File: config.mk
export PLATFORM = sky130hd
export DESIGN_NAME = hazard_tally
export DESIGN_NICKNAME = d
export VERILOG_FILES = /design/src/rtl/stall_pkg.sv /design/src/rtl/ldmask_track.sv /design/src/rtl/src_probe.sv /design/src/rtl/sat_tally.sv /design/src/rtl/hazard_tally.sv
export SDC_FILE = /design/constraint.sdc
export NUM_CORES = 1
export LEC_CHECK = 0
export ABC_AREA = 0
export ABC_CLOCK_PERIOD_IN_PS = 3410
export BUFFER_PORTS_ARGS = -buffer_cell sky130_fd_sc_hd__buf_2
export CAP_MARGIN = 20
export CORE_UTILIZATION = 29
export CTS_CLUSTER_DIAMETER = 40
export DETAILED_ROUTE_END_ITERATION = 16
export PLACE_DENSITY = 0.48
export SYNTH_ARGS = -nofsm -noshare
export SYNTH_HDL_FRONTEND = slang
export SYNTH_SLANG_ARGS = --single-unit
File: constraint.sdc
create_clock -name clk -period 3.41 [get_ports clk]
set_clock_uncertainty 0.05 [all_clocks]
set_input_delay 0.1705 -clock clk [delete_from_list [all_inputs] [get_ports clk]]
set_output_delay 0.1705 -clock clk [all_outputs]
set_load 0.02 [all_outputs]
File: src/rtl/stall_pkg.sv
package stall_pkg;

    localparam int REG_IDX_W   = 4;
    localparam int PENALTY_CYC = 2;

    typedef enum logic [1:0] {
        BR_NONE    = 2'd0,
        BR_UNTAKEN = 2'd1,
        BR_TAKEN   = 2'd2
    } br_kind_e;

    typedef struct packed {
        logic [1:0] ld_hits;
        br_kind_e   br;
    } tally_step_t;

    function automatic logic [1:0] hit_count(input logic a, input logic b);
        return {1'b0, a} + {1'b0, b};
    endfunction

endpackage

File: src/rtl/ldmask_track.sv
module ldmask_track #(
    parameter int IDX_W = stall_pkg::REG_IDX_W,
    localparam int REGS = 1 << IDX_W
) (
    input  logic             clk,
    input  logic             rst,
    input  logic             clr,
    input  logic             set_vld,
    input  logic [IDX_W-1:0] set_idx,
    input  logic             boundary,
    output logic [REGS-1:0]  active
);

    logic [REGS-1:0] pend_q;
    logic [REGS-1:0] act_q;
    logic [REGS-1:0] set_bits;
    logic [REGS-1:0] pend_next;

    always_comb begin
        set_bits  = set_vld ? (REGS'(1) << set_idx) : '0;
        pend_next = pend_q | set_bits;
    end

    always_ff @(posedge clk) begin
        if (rst || clr) begin
            pend_q <= '0;
            act_q  <= '0;
        end else if (boundary) begin
            act_q  <= pend_next;
            pend_q <= '0;
        end else begin
            pend_q <= pend_next;
        end
    end

    assign active = act_q;

endmodule

File: src/rtl/src_probe.sv
module src_probe #(
    parameter int IDX_W = stall_pkg::REG_IDX_W,
    localparam int REGS = 1 << IDX_W
) (
    input  logic             en,
    input  logic             vld,
    input  logic [IDX_W-1:0] idx,
    input  logic [REGS-1:0]  active,
    output logic             hit
);

    assign hit = en & vld & active[idx];

endmodule

File: src/rtl/sat_tally.sv
module sat_tally #(
    parameter int W = 32
) (
    input  logic         clk,
    input  logic         rst,
    input  logic         clr,
    input  logic [W-1:0] inc,
    output logic [W-1:0] cnt
);

    logic [W-1:0] cnt_q;
    logic [W:0]   sum;

    always_comb sum = {1'b0, cnt_q} + {1'b0, inc};

    always_ff @(posedge clk) begin
        if (rst || clr) cnt_q <= '0;
        else if (sum[W]) cnt_q <= '1;
        else cnt_q <= sum[W-1:0];
    end

    assign cnt = cnt_q;

endmodule

File: src/rtl/hazard_tally.sv
module hazard_tally
    import stall_pkg::*;
#(
    parameter int CNT_W   = 32,
    parameter int IDX_W   = REG_IDX_W,
    parameter int PENALTY = PENALTY_CYC
) (
    input  logic             clk,
    input  logic             rst,
    input  logic             clr,
    input  logic             ins_vld,
    input  logic             ins_end,
    input  logic             src_a_vld,
    input  logic [IDX_W-1:0] src_a,
    input  logic             src_b_vld,
    input  logic [IDX_W-1:0] src_b,
    input  logic             ld_vld,
    input  logic [IDX_W-1:0] ld_dst,
    input  logic             br_vld,
    input  logic             br_taken,
    output logic [CNT_W-1:0] load_stall_cnt,
    output logic [CNT_W-1:0] br_stall_cnt,
    output logic [CNT_W-1:0] taken_cnt,
    output logic [CNT_W-1:0] untaken_cnt
);

    localparam int REGS   = 1 << IDX_W;
    localparam int NSRC   = 2;
    localparam int NCOUNT = 4;

    logic [REGS-1:0]  active;
    logic [NSRC-1:0]  src_vld;
    logic [IDX_W-1:0] src_idx [NSRC];
    logic [NSRC-1:0]  src_hit;
    tally_step_t      step;
    logic [CNT_W-1:0] incs [NCOUNT];
    logic [CNT_W-1:0] cnts [NCOUNT];

    ldmask_track #(.IDX_W(IDX_W)) u_mask (
        .clk      (clk),
        .rst      (rst),
        .clr      (clr),
        .set_vld  (ins_vld & ld_vld),
        .set_idx  (ld_dst),
        .boundary (ins_end),
        .active   (active)
    );

    assign src_vld    = {src_b_vld, src_a_vld};
    assign src_idx[0] = src_a;
    assign src_idx[1] = src_b;

    for (genvar s = 0; s < NSRC; s++) begin : g_probe
        src_probe #(.IDX_W(IDX_W)) u_probe (
            .en     (ins_vld),
            .vld    (src_vld[s]),
            .idx    (src_idx[s]),
            .active (active),
            .hit    (src_hit[s])
        );
    end

    always_comb begin
        step.ld_hits = hit_count(src_hit[0], src_hit[1]);
        if (!(ins_vld && br_vld)) step.br = BR_NONE;
        else if (br_taken)        step.br = BR_TAKEN;
        else                      step.br = BR_UNTAKEN;
    end

    always_comb begin
        incs[0] = CNT_W'(step.ld_hits) * CNT_W'(PENALTY);
        incs[1] = (step.br == BR_TAKEN)   ? CNT_W'(PENALTY) : '0;
        incs[2] = (step.br == BR_TAKEN)   ? CNT_W'(1)       : '0;
        incs[3] = (step.br == BR_UNTAKEN) ? CNT_W'(1)       : '0;
    end

    for (genvar c = 0; c < NCOUNT; c++) begin : g_cnt
        sat_tally #(.W(CNT_W)) u_cnt (
            .clk (clk),
            .rst (rst),
            .clr (clr),
            .inc (incs[c]),
            .cnt (cnts[c])
        );
    end

    assign load_stall_cnt = cnts[0];
    assign br_stall_cnt   = cnts[1];
    assign taken_cnt      = cnts[2];
    assign untaken_cnt    = cnts[3];

endmodule

* After elaboration in Yosys (flattened, before gate mapping)
Cells that the tools add are included.
** Storage, ports and cells
- Output and inout port bits :: 128
- Register bits after elaboration :: 160
- Word-level logic and storage cells :: 39
** Operators by class
- $add $sub $neg :: 5
- Multiplexer cells :: 14
- Bitwise operators :: 6
- Reductions and logical operators :: 3
- Shifts and indexed selects :: 1
- Eq/ne operators :: 2
- $lt $le $gt $ge :: 2
** Operator list (number)
- $mux 32 :: 4
- $add 32x1->33 :: 2
- $add 32x2->33 :: 1
- $add 32x3->33 :: 1
- $mux 16 :: 1
- $or 16x16->16 :: 1
- $shl 1x4->16 const A :: 1
- $lt 4x5->1 const B :: 2
- $bmux 1 s4 :: 2
- $mux 2 :: 3
- $and 1x1->1 :: 5
- $mux 1 :: 4
- $add 1x1->2 :: 1
- $eq 2x1->1 const B :: 1
- $eq 2x2->1 const B :: 1
- $reduce_or 2->1 :: 1
- $logic_and 1x1->1 :: 1
- $logic_or 1x1->1 :: 1

* Depth between registers and ports, before layout
Gate-level depths: netlist (run 1).
- Depth after elaboration :: 6
- Gate-level depth with buffers :: 12
- Depth with buffers taken out :: 12

* By module
Synthesis (run 1) repeated with hierarchy kept, for this count alone.
** Second synthesis, totals
- Cells, all modules :: 1384
- Area, all modules :: 11591.1 um^2
** By module, submodules not included
- sat_tally at g_cnt[2].u_cnt ... :: instances 2, cells an instance 315, area an instance 2590.0 um^2
- sat_tally at g_cnt[0].u_cnt ... :: instances 2, cells an instance 303, area an instance 2526.2 um^2
- ldmask_track :: instances 1, cells an instance 111, area an instance 1022.2 um^2
- src_probe :: instances 2, cells an instance 16, area an instance 148.9 um^2
- hazard_tally :: instances 1, cells an instance 5, area an instance 38.8 um^2

* Least setup slack after synthesis (run 1)
Ideal clock, no wire load.
- Path kind :: register -> register
- Start :: register u_mask.act_q[15] (netlist: u_mask.active[15])
- End :: register g_cnt[0].u_cnt.cnt_q[27]
- Buffers on the path :: 0
- Arrival :: 3.471 ns
- Cell stages (with the launch flop) :: 13
- Setup slack :: -0.253 ns
- Library setup time :: 0.142 ns
- Cells stage by stage :: dfxtp_1 mux4_2 mux4_2 and3_1 ha_1 ha_1 inv_1 fa_1 nand4b_1 nor4_2 nand4_1 xor2_1 a21oi_2
** On the way
- Cells in the longest elaborated chain, start to end :: 6
** RTL lines
- from (decl) :: RTL line ldmask_track.sv:15 : logic [REGS-1:0] act_q;
- from (signal assigned) :: RTL line ldmask_track.sv:29 : act_q <= pend_next;
- $bmux 1 s4 :: RTL line src_probe.sv:12 : assign hit = en & vld & active[idx];
- $mux 1 (implied by the code) :: RTL line src_probe.sv:12
- $and 1x1->1 :: RTL line src_probe.sv:12
- $add 1x1->2 * :: RTL line stall_pkg.sv:18 : return {1'b0, a} + {1'b0, b};
- $add 32x3->33 * :: RTL line sat_tally.sv:14 : always_comb sum = {1'b0, cnt_q} + {1'b0, inc};
- $mux 32 * :: RTL line sat_tally.sv:18 : else if (sum[W]) cnt_q <= '1;
- to (signal assigned) :: RTL line sat_tally.sv:19 : else cnt_q <= sum[W-1:0];
- to (decl) :: RTL line sat_tally.sv:11 : logic [W-1:0] cnt_q;
Every way passes the cells marked *; elsewhere a longest branch is shown, timed or not. The select of a mux whose other input is x is not followed.
A chain may end at the register's enable or synchronous reset.

* Worst setup path after layout (run 1)
- Start :: register u_mask.act_q[3] (netlist: u_mask.active[3])
- End :: register g_cnt[0].u_cnt.cnt_q[27]
Same word-level chain as after synthesis.

==> metrics, run 1 <==
Post-Synth Simple-Gate Area ~22%; final core occ 36.9%; Initial DRC Count around 300; Main synth FF type dfxtp_1; synthesized area between 0.007 and 0.008 mm²; Max Clock Freq around 300 MHz; min Tclk post-route 3420 ps; port bufs 149; Vias 6,196; Hold Vio Cnt, Final 0; Synth cell types 52; Setup crit end kind flop; Adder-Cell Fraction of Synth Area ~1.8%; CP startpoint u_mask.active[3]$_SDFFE_PP0P_; Min-Delay Path Class primary input to flop; GRT Residual Overflow 0; main area contributors after synthesis dfxtp_1, a21oi_1, xor2_1, xnor2_1, nand3_1; launching point of the worst reg2reg path u_mask.active[3]$_SDFFE_PP0P_; # IOs 150; first-pass GRT wire length between 30 and 40 mm; Vias per Instance just under 5; CTS tree built; Slew headroom about 34%; DR WL/cell 15.0 µm; register clock-pin slew on the reported worst setup and hold paths about 70 ps; Yosys top cell area share 43.9%; fin. max-slew vios 0; Top Metal Used met4; die area approximately 0.026 mm²; DIE WIDTH 161 µm; Syn Inst Count 796; Final ANT Viol Nets 0; setup ws final -5.72 ps; Root Driver clkbuf_16; Crit path arrival time ~3700 ps; die height roughly 160 µm; share of cells above drive strength 1 26.4%; Synthesized Nets around 830; Syn Area/Cell between 9 and 10 µm²; initial core utilization about 30%; XOR/XNOR share of the synthesized area 11.4%; critical path class flop to flop; number of synthesized register bits 160; DRT Pass-1 Iters 4; aggregate global-route resource usage 14.9%; vias in the first global route slightly below 6,000; met3 wire len around 770 µm; hold_sp clr; final WL about 19 mm; largest net degree at the start of global routing roughly 80; pwr dens roughly 420 mW/mm²; slowest CP cell mux4_2; DRC viols 0; Diodes inserted 0; Static Leak about 3.5 nW; leading area contributor after synthesis dfxtp_1; cells along the critical path mux4_2, mux4_2, and3_4, ha_4, ha_4, inv_2, fa_2, nand4b_1, nor4_4, buf_6, nand4_1, xor2_1, a21oi_2; WP data required between 3000 and 4000 ps; MaxCap Viol Count 0; initial antenna violation count 0; Core Area between 0.02 and 0.025 mm²; failing checks negative setup slack; Crit Path Max Fanout 9; final setup vio count 1; measured slew at the worst slew-check pin 983 ps; status complete, but fails checks; dpl hpwl around 13 mm; Post-synth EDFFs 0; met2 WL roughly 8.7 mm; final period utilization 100%; final setup TNS -5.72 ps; met1 WL roughly 9.6 mm; sequential area share after synthesis 43.9%; clock buffer depth 2; Post-synth ARST share 0%; Yosys warning count 0; CTS H-Tree Depth 4; Site Rows 57; Clock Sink Count 160; Final nets between 900 and 1,000; Syn-to-layout area delta 23.9%; cts bufs inserted 17; GP Congestion roughly 0.74; max incr delay on CP between 400 and 500 ps; Compound-Gate Fraction of Synth Area roughly 14%; startpoint types flop; Peak VDD IR 287 µV; Hold Worst Slack between 20 and 25 ps; post-synthesis mux area share under 10%; clock insertion delay at the later pin of the skew report 420 ps; unrepaired setup endpoints after global routing true; main combinational cell family by area after synthesis simple AND/OR/NAND/NOR gates
## power by group
| part | switching [mW] | internal, mW |
|---|---|---|
| clock network | 0.842 | 0.965 |
| logic | 0.0712 | 0.0366 |
| registers | 0.00479 | 1.88 |
## layout make-up
| class | instances | area [µm²] |
|---|---|---|
| Fill cell | 2585 | 15500 |
| Multi-Input combinational cell | 582 | 3940 |
| Sequential cell | 160 | 3210 |
| Timing Repair Buffer | 164 | 890 |
| Clock buffer | 19 | 443 |
| Tap cell | 324 | 405 |
| Clock inverter | 13 | 103 |
| Inverter | 17 | 63.8 |
## path summary, 6_finish.rpt
| kind | slack, ps | cells after the start | to |
|---|---|---|---|
| min | 20 | 3 | g_cnt[3].u_cnt.cnt[24]$_SDFF_PP0_ |
| min reg2reg | 420 | 2 | u_mask.pend_q[15]$_SDFF_PP0_ |
| max reg2reg | -6 | 13 | g_cnt[0].u_cnt.cnt[27]$_SDFF_PP0_ |
| max | -6 | 13 | g_cnt[0].u_cnt.cnt[27]$_SDFF_PP0_ |
## layer usage
layer	track usage [%]	vias up
met3	3.77	6
met4	3.85	0
li1	-	3152
met2	23.2	112
met5	0	-
met1	20.4	2926
## cells in the mapped netlist (2+ instances only)
| cell | number |
|---|---|
| nand2_1 | 41 |
| and4_1 | 15 |
| a31oi_1 | 12 |
| mux2i_1 | 2 |
| or3_1 | 3 |
| nand4_1 | 24 |
| and3_1 | 30 |
| and2_1 | 9 |
| clkbuf_1 | 26 |
| o21bai_1 | 2 |
| ha_1 | 9 |
| inv_1 | 17 |
| a21oi_2 | 20 |
| buf_6 | 2 |
| nor2b_1 | 3 |
| buf_4 | 3 |
| nor3_2 | 2 |
| mux4_2 | 10 |
| nor4_2 | 2 |
| a311oi_1 | 2 |
| a211oi_1 | 21 |
| xor2_1 | 53 |
| a21o_1 | 3 |
| buf_2 | 5 |
| a31o_2 | 3 |
| xnor2_1 | 42 |
| dfxtp_1 | 160 |
| nand3_1 | 51 |
| nor2_1 | 64 |
| nor3b_1 | 3 |
| a21oi_1 | 99 |
| o21ai_0 | 9 |
| and4b_1 | 3 |
| nor4_1 | 5 |
| nor3_1 | 23 |
| nand3_2 | 2 |
## kinds of logic after synthesis
| group | after synthesis |
|---|---|
| compound gates | 172 |
| fa+ha+maj | 10 |
| mux | 12 |
| buf+inv | 54 |
| simple gates | 293 |
| xor+xnor | 95 |
| flops | 160 |
## placed cells by master (no fill, tap or decap), drive strengths merged, types with 5 or more instances in the layout
| cell | count |
|---|---|
| nor3 | 26 |
| clkinv | 5 |
| nor4 | 8 |
| dfxtp | 160 |
| a21oi | 119 |
| nand4 | 25 |
| buf | 163 |
| and3 | 30 |
| ha | 9 |
| inv | 22 |
| xor2 | 53 |
| nand3 | 54 |
| o21ai | 9 |
| a211oi | 21 |
| xnor2 | 42 |
| a31oi | 12 |
| nor2 | 64 |
| and4 | 15 |
| clkbuf | 19 |
| mux4 | 10 |
| and2 | 9 |
| nand2 | 42 |
## worst max-delay path, delay by kind of cell (launching register included)
kind | cells | cell delay, ps
AOI/OAI and AO/OA | 1 | 70
xor gates and xnor gates | 1 | 200
adders and majority gates | 3 | 740
buffers and inverters | 2 | 200
DFF | 1 | 330
muxes | 2 | 940
and+or+nand+nor | 4 | 760
## per-stage QoR
step / setup slack, ps / cells / power (mW) / area (µm²)
final: -5.72 / 1279 / 3.79 / 9050
after global routing: -189 / 1279 / 3.95 / 9050
after CTS: -29.4 / 1277 / 3.86 / 9010
after detailed placement: -113 / 1244 / 2.03 / 8450
after global placement: -74.3 / 1244 / 2.03 / 8450
after floorplan: 7.49 / 796 / 1.99 / 7350
## registers in the layout, summed over array words and instances (netlist names)
signal,count
u_mask.active,16
g_cnt.u_cnt.cnt,128
u_mask.pend_q,16
## repair_timing
item / in CTS / in global routing
resized for setup: 3 / 6
setup endpoints to repair: 6 / 12
pin swaps: 0 / 3
buffers inserted: 0 / 2
hold endpoints to repair: 1 / 0
hold buffers: 1 / 0
(Power assumes the default switching activity.)
==> run 2: changes to the inputs <==
ABC_CLOCK_PERIOD_IN_PS = 3150   (was 3410)
BUFFER_PORTS_ARGS = not set   (was -buffer_cell sky130_fd_sc_hd__buf_2)
DONT_BUFFER_PORTS = 1   (was not set)
PLACE_DENSITY = 0.42   (was 0.48)
clock period = 3.15 ns   (was 3.41 ns; I/O delays follow)
==> run 2 against run 1 <==
Against the previous run:
- sequential power is 9% higher
- register-to-register slack got worse by 290 ps
- worst hold slack better by 22 ps
- the flow still finishes with violations (negative setup slack)
- via count fell by 4.9%
- largest power group is now the clock network
- fmax fell by 0.90%
==> metrics, run 2 (synthesis gave the netlist of run 1 again) <==
status complete, but fails checks; failing checks negative setup slack; die height ~160 µm; post-route cell area about 0.0086 mm²; Max Clock Freq a little under 300 MHz; Crit path arrival time 3750 ps; Vias 5,891; Hold Vio Cnt, Final 0; DRC viols 0; share of cells above drive strength 1 between 10% and 20%; Diodes inserted 0; # IOs 150; largest net degree at the start of global routing 64; die area around 0.026 mm²; setup ws final -297 ps; Vias per Instance approximately 5.2; launching point of the worst reg2reg path u_mask.active[15]$_SDFFE_PP0P_; clock insertion delay at the later pin of the skew report approximately 430 ps; measured slew at the worst slew-check pin 1010 ps; Tot Pwr between 4 and 5 mW; pwr dens 493 mW/mm²; CTS H-Tree Depth 4; max reg flops 128; GP Congestion ~0.80; initial antenna violation count 0; dpl hpwl 13.7 mm; DR WL/cell ~17 µm; register clock-pin slew on the reported worst setup and hold paths about 70 ps; Hold Crit Depth 3; Clock Sink Count 160; Syn-to-layout area delta 18.0%; Core Area about 0.025 mm²; r2r worst-path depth 13; DIE WIDTH 161 µm; final setup TNS -4540 ps; post-placement cell area 0.00771 mm²; Min-Delay Path Class primary input to flop; final WL ~20 mm; unrepaired setup endpoints after global routing true; initial core utilization just under 30%; hold endpoint u_mask.pend_q[10]$_SDFF_PP0_; Final ANT Viol Nets 0; hold_sp ld_dst[0]; worst reg2reg setup slack -300 ps; dpl ws -306 ps; cts bufs inserted 17; most common cell after layout, fill and taps aside dfxtp_1; aggregate global-route resource usage between 10% and 20%; CTS tree built; Peak VDD IR 278 µV; Hold Worst Slack about 45 ps; vias in the first global route approximately 5,700; reg-to-reg endpoint g_cnt[0].u_cnt.cnt[19]$_SDFF_PP0_; Setup crit end kind flop; Final nets about 840; clock buffer depth 2; most frequent cells in the layout dfxtp_1, a21oi_1, nor2_1; Crit Path Max Fanout 9; fin. max-slew vios 0; GRT Residual Overflow 0; MaxCap Viol Count 0; port bufs 0; min Tclk post-route 3450 ps; final period utilization 109%; critical path class flop to flop; Site Rows 57; first-pass GRT wire length 31.5 mm; final setup vio count 30; Slew headroom between 30% and 40%; Static Leak 2.79 nW; Initial DRC Count slightly below 400; Root Driver clkbuf_16; DRT Pass-1 Iters 6; startpoint types flop; WP data required about 3500 ps
[run 2: changes by cell type in the layout (fill, tap and decap cells not counted), sizes merged]
cell | before | now
buf | 163 | 23
dlygate4sd3 | 1 | 5
clkinv | 5 | 2
bufinv | 0 | 2
inv | 22 | 20
clkbuf | 19 | 20
clkinvlp | 3 | 4
[run 2: worst max-delay path, stage by stage (launching register included)]
cell	delay, ps
dfxtp_2	330
mux4_2	450
mux4_2	480
and3_4	200
ha_4	290
ha_4	130
inv_2	30
fa_2	320
nand4b_1	260
nor4_4	210
buf_6	170
nand3_1	120
xor2_2	190
a21oi_2	140
[run 2: metrics by stage]
step           cells  utilization, %
2_1_floorplan    796               -
3_3_place_gp    1097            31.4
3_5_place_dp    1097            31.4
4_1_cts         1141            34.9
5_1_grt         1142            35.1
6_report        1142            35.1
[run 2: metal layers]
layer  part of all wire [%]  global-route usage (%)
met1                     43                    18.8
met2                     48                    25.1
met3                    7.6                    5.73
met4                    1.1                    4.55
met5                      0                       0
[run 2: where the power goes]
| group | total (mW) | switching, mW | internal, mW |
|---|---|---|---|
| combinational | 0.0961 | 0.0608 | 0.0353 |
| clock | 2.11 | 0.898 | 1.21 |
| sequential | 2.04 | 0.00728 | 2.03 |
[run 2: worst max-delay path by stage]
stage,start,to,cells past startpoint
2_1_floorplan,u_mask.active[15]$_SDFFE_PP0P_,g_cnt[0].u_cnt.cnt[27]$_SDFF_PP0_,12
3_3_place_gp,u_mask.active[15]$_SDFFE_PP0P_,g_cnt[0].u_cnt.cnt[27]$_SDFF_PP0_,13
3_5_place_dp,u_mask.active[15]$_SDFFE_PP0P_,g_cnt[0].u_cnt.cnt[27]$_SDFF_PP0_,13
4_1_cts,u_mask.active[15]$_SDFFE_PP0P_,g_cnt[0].u_cnt.cnt[27]$_SDFF_PP0_,13
5_1_grt,u_mask.active[10]$_SDFFE_PP0P_,g_cnt[0].u_cnt.cnt[23]$_SDFF_PP0_,13
6_report,u_mask.active[15]$_SDFFE_PP0P_,g_cnt[0].u_cnt.cnt[19]$_SDFF_PP0_,13
[run 2: area by class of cell]
type / instances / area (µm²)
fill: 2559 / 15900
multi-input combinational: 582 / 4010
sequential: 160 / 3210
clock buffer: 20 / 457
tap: 324 / 405
timing repair buffer: 28 / 342
clock inverter: 11 / 130
inverter: 17 / 63.8
[run 2: timing repair]
action | CTS | global route
gates resized for setup | 29 | 8
endpoints found under the setup margin | 31 | 32
pin swaps | 11 | 7
hold buffers | 5 | 0
hold endpoints to repair | 21 | 0
buffers inserted | 6 | 1
gates cloned | 3 | 0
